$ cat src/rtl/spi_diag_pkg.sv
package spi_diag_pkg;
  typedef struct packed {
    logic cs;
    logic sclk;
    logic si;
  } spi_pins_t;

  localparam spi_pins_t PINS_IDLE = '{cs: 1'b1, sclk: 1'b0, si: 1'b0};
endpackage

$ cat src/rtl/spi_in_sync.sv
module spi_in_sync #(
  parameter int unsigned WIDTH  = 3,
  parameter int unsigned STAGES = 2,
  parameter logic [WIDTH-1:0] RST_VAL = '0
) (
  input  logic             clk_i,
  input  logic             rst_ni,
  input  logic [WIDTH-1:0] d_i,
  output logic [WIDTH-1:0] q_o
);
  for (genvar b = 0; b < WIDTH; b++) begin : g_bit
    logic [STAGES-1:0] chain_q;
    always_ff @(posedge clk_i or negedge rst_ni) begin
      if (!rst_ni) chain_q <= {STAGES{RST_VAL[b]}};
      else         chain_q <= {chain_q[STAGES-2:0], d_i[b]};
    end
    assign q_o[b] = chain_q[STAGES-1];
  end
endmodule

$ cat src/rtl/spi_frame_qual.sv
module spi_frame_qual #(
  parameter int unsigned WORD_W = 16,
  parameter int unsigned GRAN   = 8
) (
  input  logic clk_i,
  input  logic rst_ni,
  input  logic start_i,
  input  logic bit_i,
  output logic ok_o
);
  localparam int unsigned MOD_W = (GRAN > 1) ? $clog2(GRAN) : 1;
  localparam int unsigned TOT_W = $clog2(WORD_W + 1);

  logic [MOD_W-1:0] mod_q;
  logic [TOT_W-1:0] tot_q;

  always_ff @(posedge clk_i or negedge rst_ni) begin
    if (!rst_ni) begin
      mod_q <= '0;
      tot_q <= '0;
    end else if (start_i) begin
      mod_q <= '0;
      tot_q <= '0;
    end else if (bit_i) begin
      mod_q <= (mod_q == MOD_W'(GRAN - 1)) ? '0 : mod_q + 1'b1;
      // saturate: only "reached WORD_W" matters
      if (tot_q != TOT_W'(WORD_W)) tot_q <= tot_q + 1'b1;
    end
  end

  assign ok_o = (mod_q == '0) && (tot_q == TOT_W'(WORD_W));
endmodule

$ cat src/rtl/spi_diag_shifter.sv
module spi_diag_shifter #(
  parameter int unsigned WORD_W = 16
) (
  input  logic              clk_i,
  input  logic              rst_ni,
  input  logic              load_i,
  input  logic [WORD_W-1:0] load_val_i,
  input  logic              rise_i,
  input  logic              fall_i,
  input  logic              si_i,
  output logic [WORD_W-1:0] shreg_o,
  output logic              so_bit_o
);
  logic [WORD_W-1:0] shreg_q;
  logic              so_q;

  always_ff @(posedge clk_i or negedge rst_ni) begin
    if (!rst_ni) begin
      shreg_q <= '0;
      so_q    <= 1'b0;
    end else begin
      if (load_i)      shreg_q <= load_val_i;
      else if (fall_i) shreg_q <= {shreg_q[WORD_W-2:0], si_i};
      if (rise_i)      so_q    <= shreg_q[WORD_W-1];
    end
  end

  assign shreg_o  = shreg_q;
  assign so_bit_o = so_q;
endmodule

$ cat src/rtl/spi_diag_slave.sv
module spi_diag_slave
  import spi_diag_pkg::*;
#(
  parameter int unsigned WORD_W      = 16,
  parameter int unsigned GRAN        = 8,
  parameter int unsigned SYNC_STAGES = 2
) (
  input  logic              clk_i,
  input  logic              rst_ni,
  input  logic              cs_ni,
  input  logic              sclk_i,
  input  logic              si_i,
  output logic              so_o,
  output logic              so_oe_o,
  input  logic [WORD_W-1:0] diag_i,
  output logic [WORD_W-1:0] rx_word_o,
  output logic              rx_valid_o
);
  localparam int unsigned PIN_W = $bits(spi_pins_t);

  spi_pins_t pins_raw, pins_s;
  logic cs_s, sclk_s, si_s;
  logic cs_q, sclk_q;
  logic cs_fall, cs_rise, sclk_rise, sclk_fall;
  logic pre_q, err_q, qual_ok, so_bit;
  logic [WORD_W-1:0] shreg;
  logic [WORD_W-1:0] rx_word_q;
  logic              rx_valid_q;

  assign pins_raw = '{cs: cs_ni, sclk: sclk_i, si: si_i};

  spi_in_sync #(
    .WIDTH  (PIN_W),
    .STAGES (SYNC_STAGES),
    .RST_VAL(PINS_IDLE)
  ) u_sync (
    .clk_i (clk_i),
    .rst_ni(rst_ni),
    .d_i   (pins_raw),
    .q_o   (pins_s)
  );

  assign cs_s   = pins_s.cs;
  assign sclk_s = pins_s.sclk;
  assign si_s   = pins_s.si;

  always_ff @(posedge clk_i or negedge rst_ni) begin
    if (!rst_ni) begin
      cs_q   <= 1'b1;
      sclk_q <= 1'b0;
    end else begin
      cs_q   <= cs_s;
      sclk_q <= sclk_s;
    end
  end

  assign cs_fall   = cs_q & ~cs_s;
  assign cs_rise   = ~cs_q & cs_s;
  assign sclk_rise = ~cs_s & ~cs_fall & sclk_s & ~sclk_q;
  assign sclk_fall = ~cs_s & ~cs_fall & ~sclk_s & sclk_q;

  spi_frame_qual #(
    .WORD_W(WORD_W),
    .GRAN  (GRAN)
  ) u_qual (
    .clk_i  (clk_i),
    .rst_ni (rst_ni),
    .start_i(cs_fall),
    .bit_i  (sclk_fall),
    .ok_o   (qual_ok)
  );

  spi_diag_shifter #(
    .WORD_W(WORD_W)
  ) u_shift (
    .clk_i     (clk_i),
    .rst_ni    (rst_ni),
    .load_i    (cs_fall),
    .load_val_i(diag_i),
    .rise_i    (sclk_rise),
    .fall_i    (sclk_fall),
    .si_i      (si_s),
    .shreg_o   (shreg),
    .so_bit_o  (so_bit)
  );

  // pre_q: window between select fall and first serial clock rise
  always_ff @(posedge clk_i or negedge rst_ni) begin
    if (!rst_ni) begin
      pre_q      <= 1'b0;
      err_q      <= 1'b1;
      rx_word_q  <= '0;
      rx_valid_q <= 1'b0;
    end else begin
      rx_valid_q <= 1'b0;
      if (cs_fall)        pre_q <= 1'b1;
      else if (sclk_rise) pre_q <= 1'b0;
      else if (cs_s)      pre_q <= 1'b0;
      if (cs_rise) begin
        if (qual_ok) begin
          rx_word_q  <= shreg;
          rx_valid_q <= 1'b1;
          err_q      <= 1'b0;
        end else begin
          err_q      <= 1'b1;
        end
      end
    end
  end

  assign so_o       = cs_s ? 1'b0 : (pre_q ? (err_q | si_s) : so_bit);
  assign so_oe_o    = ~cs_s;
  assign rx_word_o  = rx_word_q;
  assign rx_valid_o = rx_valid_q;
endmodule

$ cat config.mk
export PLATFORM = sky130hd
export DESIGN_NAME = spi_diag_slave
export DESIGN_NICKNAME = d
export VERILOG_FILES = /design/src/rtl/spi_diag_pkg.sv /design/src/rtl/spi_in_sync.sv /design/src/rtl/spi_frame_qual.sv /design/src/rtl/spi_diag_shifter.sv /design/src/rtl/spi_diag_slave.sv
export SDC_FILE = /design/constraint.sdc
export NUM_CORES = 1
export LEC_CHECK = 0
export BUFFER_PORTS_ARGS = -buffer_cell sky130_fd_sc_hd__buf_2
export CORE_ASPECT_RATIO = 0.7
export CORE_MARGIN = 5
export CORE_UTILIZATION = 49
export DETAILED_ROUTE_END_ITERATION = 6
export PLACE_DENSITY = 0.78
export RECOVER_POWER = 100
export SYNTH_ARGS = -nofsm -noshare
export SYNTH_HDL_FRONTEND = slang
export SYNTH_SLANG_ARGS = --single-unit
$ cat constraint.sdc
create_clock -name clk_i -period 1.6 [get_ports clk_i]
set_input_delay 0.16 -clock clk_i [delete_from_list [all_inputs] [get_ports clk_i]]
set_output_delay 0.16 -clock clk_i [all_outputs]
set_load 0.02 [all_outputs]
==> summary.md <==
| Metric | Value |
|---|---|
| Outcome | `finished, final reports clean` |
| Final Slew Violations | `0` |
| Crit-path slowest cell | `dfrtp_1` |
| Syn Area/Cell | `roughly 12 um^2` |
| Worst R2R Start | `u_qual.tot_q[0]$_DFFE_PN0P_` |
| Critical Path, Cell by Cell | `inv_1, ha_1, and4bb_2, nand4b_4, buf_12, mux2_2` |
| Hold Vio Cnt, Final | `0` |
| Final worst path period share | `a little over nine tenths` |
| Rows | `20` |
| Antenna diodes | `0` |
| Synth Warn # | `0` |
| Ys async rst share | `100%` |
| Routability cong. | `roughly 0.76` |
| Worst Reg2Reg Path Length in Cells | `6` |
| Layout area overhead | `23.1%` |
| Area of the die | `approximately 5800 um^2` |
| Met1 Resource Use GR | `24.4%` |
| Layout cells sized above 1 | `30.9%` |
| Routed Antenna Nets | `0` |
| WHS Endpoint | `u_shift.shreg_o[11]$_DFFE_PN0P_` |
| Post-Syn Nets | `roughly 200` |
| Overall routing resource usage | `17.1%` |
| Hold-critical path depth | `3` |
| Register-to-register setup slack | `0.06 ns` |
| Clock-pin slew on the worst setup and hold paths | `0.10 ns` |
| DRC | `0` |
| Die width | `about 90 um` |
| Crit end category | `flip-flop` |
| GR peak layer | `met2` |
| # IOs | `40` |
| Initial DRC count | `83` |
| Drt wl/cell | `14.3 um` |
| Crit path launch type | `flip-flop` |
| RSZ-0062 raised after global routing | `true` |
| Clock Skews | `0.00993 ns` |
| Post-Route WL | `4160 um` |
| Worst path max stage delay | `0.38 ns` |
| Later-pin clock latency in the skew report | `0.30 ns` |
| Routed via count | `around 1500` |
| Core area | `4280 um^2` |
| Pre-antenna DRT Iters | `4` |
| Sequential share of the synthesized area | `61.1%` |
| Leakage | `1.30 nW` |
| Hold Path Class | `input pin to flip-flop` |
| Area of the multi-input gates | `779 um^2` |
| Fill cell count | `352` |
| Vias in the first global route | `1634` |
| Post-synth EDFFs | `0` |
| Post-synthesis instance total | `179` |
| Slew margin rel. | `54.5%` |
| Pwr/cell area | `around 950 nW/um^2` |
| CTS max path bufs | `2` |
| R2r endpoint | `rx_word_o[6]$_DFFE_PN0P_` |
| CTS Sinks | `52` |
| Port buffer count | `39` |
| Unique masters post-synth | `29` |
| Nets@finish | `261` |
| WS Path Type | `flip-flop to flip-flop` |
| Count of final setup violators | `0` |
| CTS buffer count | `5` |
| Worst hold start | `diag_i[11]` |
| Met2 Track Usage GR | `25.2%` |
| Global-route wire length before repair | `7660 um` |
| Initial antenna violation count | `0` |
| Largest net degree at the start of global routing | `53` |
| Initial Util | `50.0%` |
| Top_reg_cell synth | `dfrtp_1` |
| Number of synthesized register bits | `52` |
| Vias/cell | `roughly 5.3` |
| Worst-Margin Slew | `0.682 ns` |
| Die Height | `65.3 um` |
| Final Critical Period | `about 1.5 ns` |
| Post-Layout Cell Count | `approximately 290` |
| Worst EP arrival | `1.73 ns` |
| GRT Residual Overflow | `0` |
| Root buffer cell | `clkbuf_8` |
| Maximum clock frequency | `about 650 MHz` |
| Critical path peak fanout | `10` |
| Clock tree from TritonCTS | `built` |
| Crit path required time | `around 1.8 ns` |
| GR Layer Usage met3 | `under 10%` |
| Design Area, Final | `2630 um^2` |
| Mapped cell area | `2140 um^2` |
| Placement Cell Area | `between 2000 and 3000 um^2` |
| Max Cap Viol | `0` |
| FF+latch area | `1310 um^2` |
| Peak supply drop | `roughly 0.56 mV` |
| # H-tree levels | `2` |
| DP Wirelength | `2960 um` |
| Placed Cells | `279` |
==> final cells by class <==
cell class / instances / share of cell area (%)
inverters: 6 / 0.855
well taps: 55 / 2.61
clock inverters: 2 / 0.523
flip-flops and latches: 52 / 49.6
multi-input cells: 110 / 29.6
repair buffers: 60 / 13.7
clock buffers: 6 / 3.14
==> routing by layer <==
layer	vias up	share of wire [%]	wire length, um
li1	741	-	-
met1	766	48	2000
met2	31	47	1950
met3	8	3.7	153
met4	0	1.2	51
met5	-	0	0
==> repair_timing <==
action	4_1_cts	5_1_grt
resized for setup	1	0
hold buffers	4	0
setup buffers	0	0
gates cloned	0	0
setup endpoints to repair	3	12
endpoints found under the hold margin	51	0
==> cells in the final DEF, fill, tap and decap left out, drive strengths merged, types with 2 or more instances in the layout <==
| cell | Yosys | routed |
|---|---|---|
| ha | 5 | 5 |
| mux2 | 17 | 17 |
| nand3 | 20 | 20 |
| o31ai | 2 | 2 |
| a22oi | 15 | 15 |
| inv | 6 | 7 |
| buf | 5 | 37 |
| nor2b | 2 | 2 |
| nor2 | 3 | 3 |
| nand2b | 2 | 2 |
| nand2 | 22 | 22 |
| clkbuf | 6 | 25 |
| dfrtp | 48 | 48 |
| dlygate4sd3 | 0 | 4 |
| dfstp | 4 | 4 |
| nor4b | 2 | 2 |
| o21ai | 3 | 3 |
| a21oi | 5 | 5 |
| or3 | 3 | 3 |
==> cell usage after synthesis, types with 2 or more instances <==
cell type	n	area (um^2)
dfrtp_1	48	1200
nand2_1	22	82.6
nand3_1	20	100
mux2_2	17	191
a22oi_1	15	113
clkbuf_1	6	22.5
inv_1	6	22.5
a21oi_1	5	25.0
ha_1	5	62.6
dfstp_2	4	105
buf_2	3	15.0
nor2_1	3	11.3
o21ai_0	3	15.0
or3_1	3	18.8
nand2b_1	2	12.5
nor2b_1	2	12.5
nor4b_1	2	17.5
o31ai_1	2	15.0
==> logic make-up (layout without fill, tap and decap cells) <==
group                      count (synthesis)  in the layout  share of synthesized area, %
DFF                                       52             52                          61.1
buffers and inverters                     17             74                          3.51
adders and majority gates                  5              5                          2.92
and+or+nand+nor                           59             59                          14.3
muxes                                     17             17                          8.95
AOI/OAI and AO/OA                         29             29                          9.30
==> sequential cells by signal, summed over array words and instances (netlist names) <==
name,count
cs_q,1
err_q,1
pre_q,1
rx_valid_o,1
rx_word_o,16
sclk_q,1
u_qual.mod_q,3
u_qual.tot_q,5
u_shift.shreg_o,16
u_shift.so_bit_o,1
u_sync.g_bit.chain_q,6
==> worst max-delay path: cells and delay by family, from the launching register on <==
family,cells,cell delay (ns)
multiplexers,1,0.26
AND/OR/NAND/NOR,2,0.42
buffers and inverters,2,0.24
flip-flops,1,0.38
adder cells (fa/ha/maj),1,0.13
==> worst max path at each step <==
stage                                 from                     endpoint  slack, ns  cells past startpoint
2_1_floorplan  u_qual.tot_q[0]$_DFFE_PN0P_    rx_word_o[10]$_DFFE_PN0P_     -0.007                      6
3_3_place_gp                cs_q$_DFF_PN1_  u_qual.tot_q[3]$_DFFE_PN0P_       0.03                      3
3_5_place_dp                cs_q$_DFF_PN1_  u_qual.mod_q[0]$_DFFE_PN0P_      -0.03                      3
4_1_cts        u_qual.tot_q[0]$_DFFE_PN0P_     rx_word_o[7]$_DFFE_PN0P_       0.05                      6
5_1_grt        u_qual.tot_q[0]$_DFFE_PN0P_     rx_word_o[4]$_DFFE_PN0P_      -0.02                      6
6_report       u_qual.tot_q[0]$_DFFE_PN0P_     rx_word_o[6]$_DFFE_PN0P_       0.06                      6
==> per-stage QoR <==
stage	hold WS (ns)	setup slack, ns	utilization (%)	power, mW	TNS, ns
after CTS	0.0479	0.0470	62.5	2.52	0
after detailed placement	0.171	-0.0262	59.2	1.74	-0.0262
final	0.0628	0.0617	61.5	2.49	0
after global placement	0.172	0.0332	59.2	1.72	0
after global routing	0.0728	-0.0185	61.5	2.63	-0.0773
after floorplan	-0.136	-0.00670	-	1.61	-0.0536
==> power by group <==
part	internal [mW]	switching [mW]
sequential	1.41	0.0712
combinational	0.106	0.128
clock	0.354	0.426
total	1.87	0.624
Note: power is estimated with default switching activity, not from simulation.
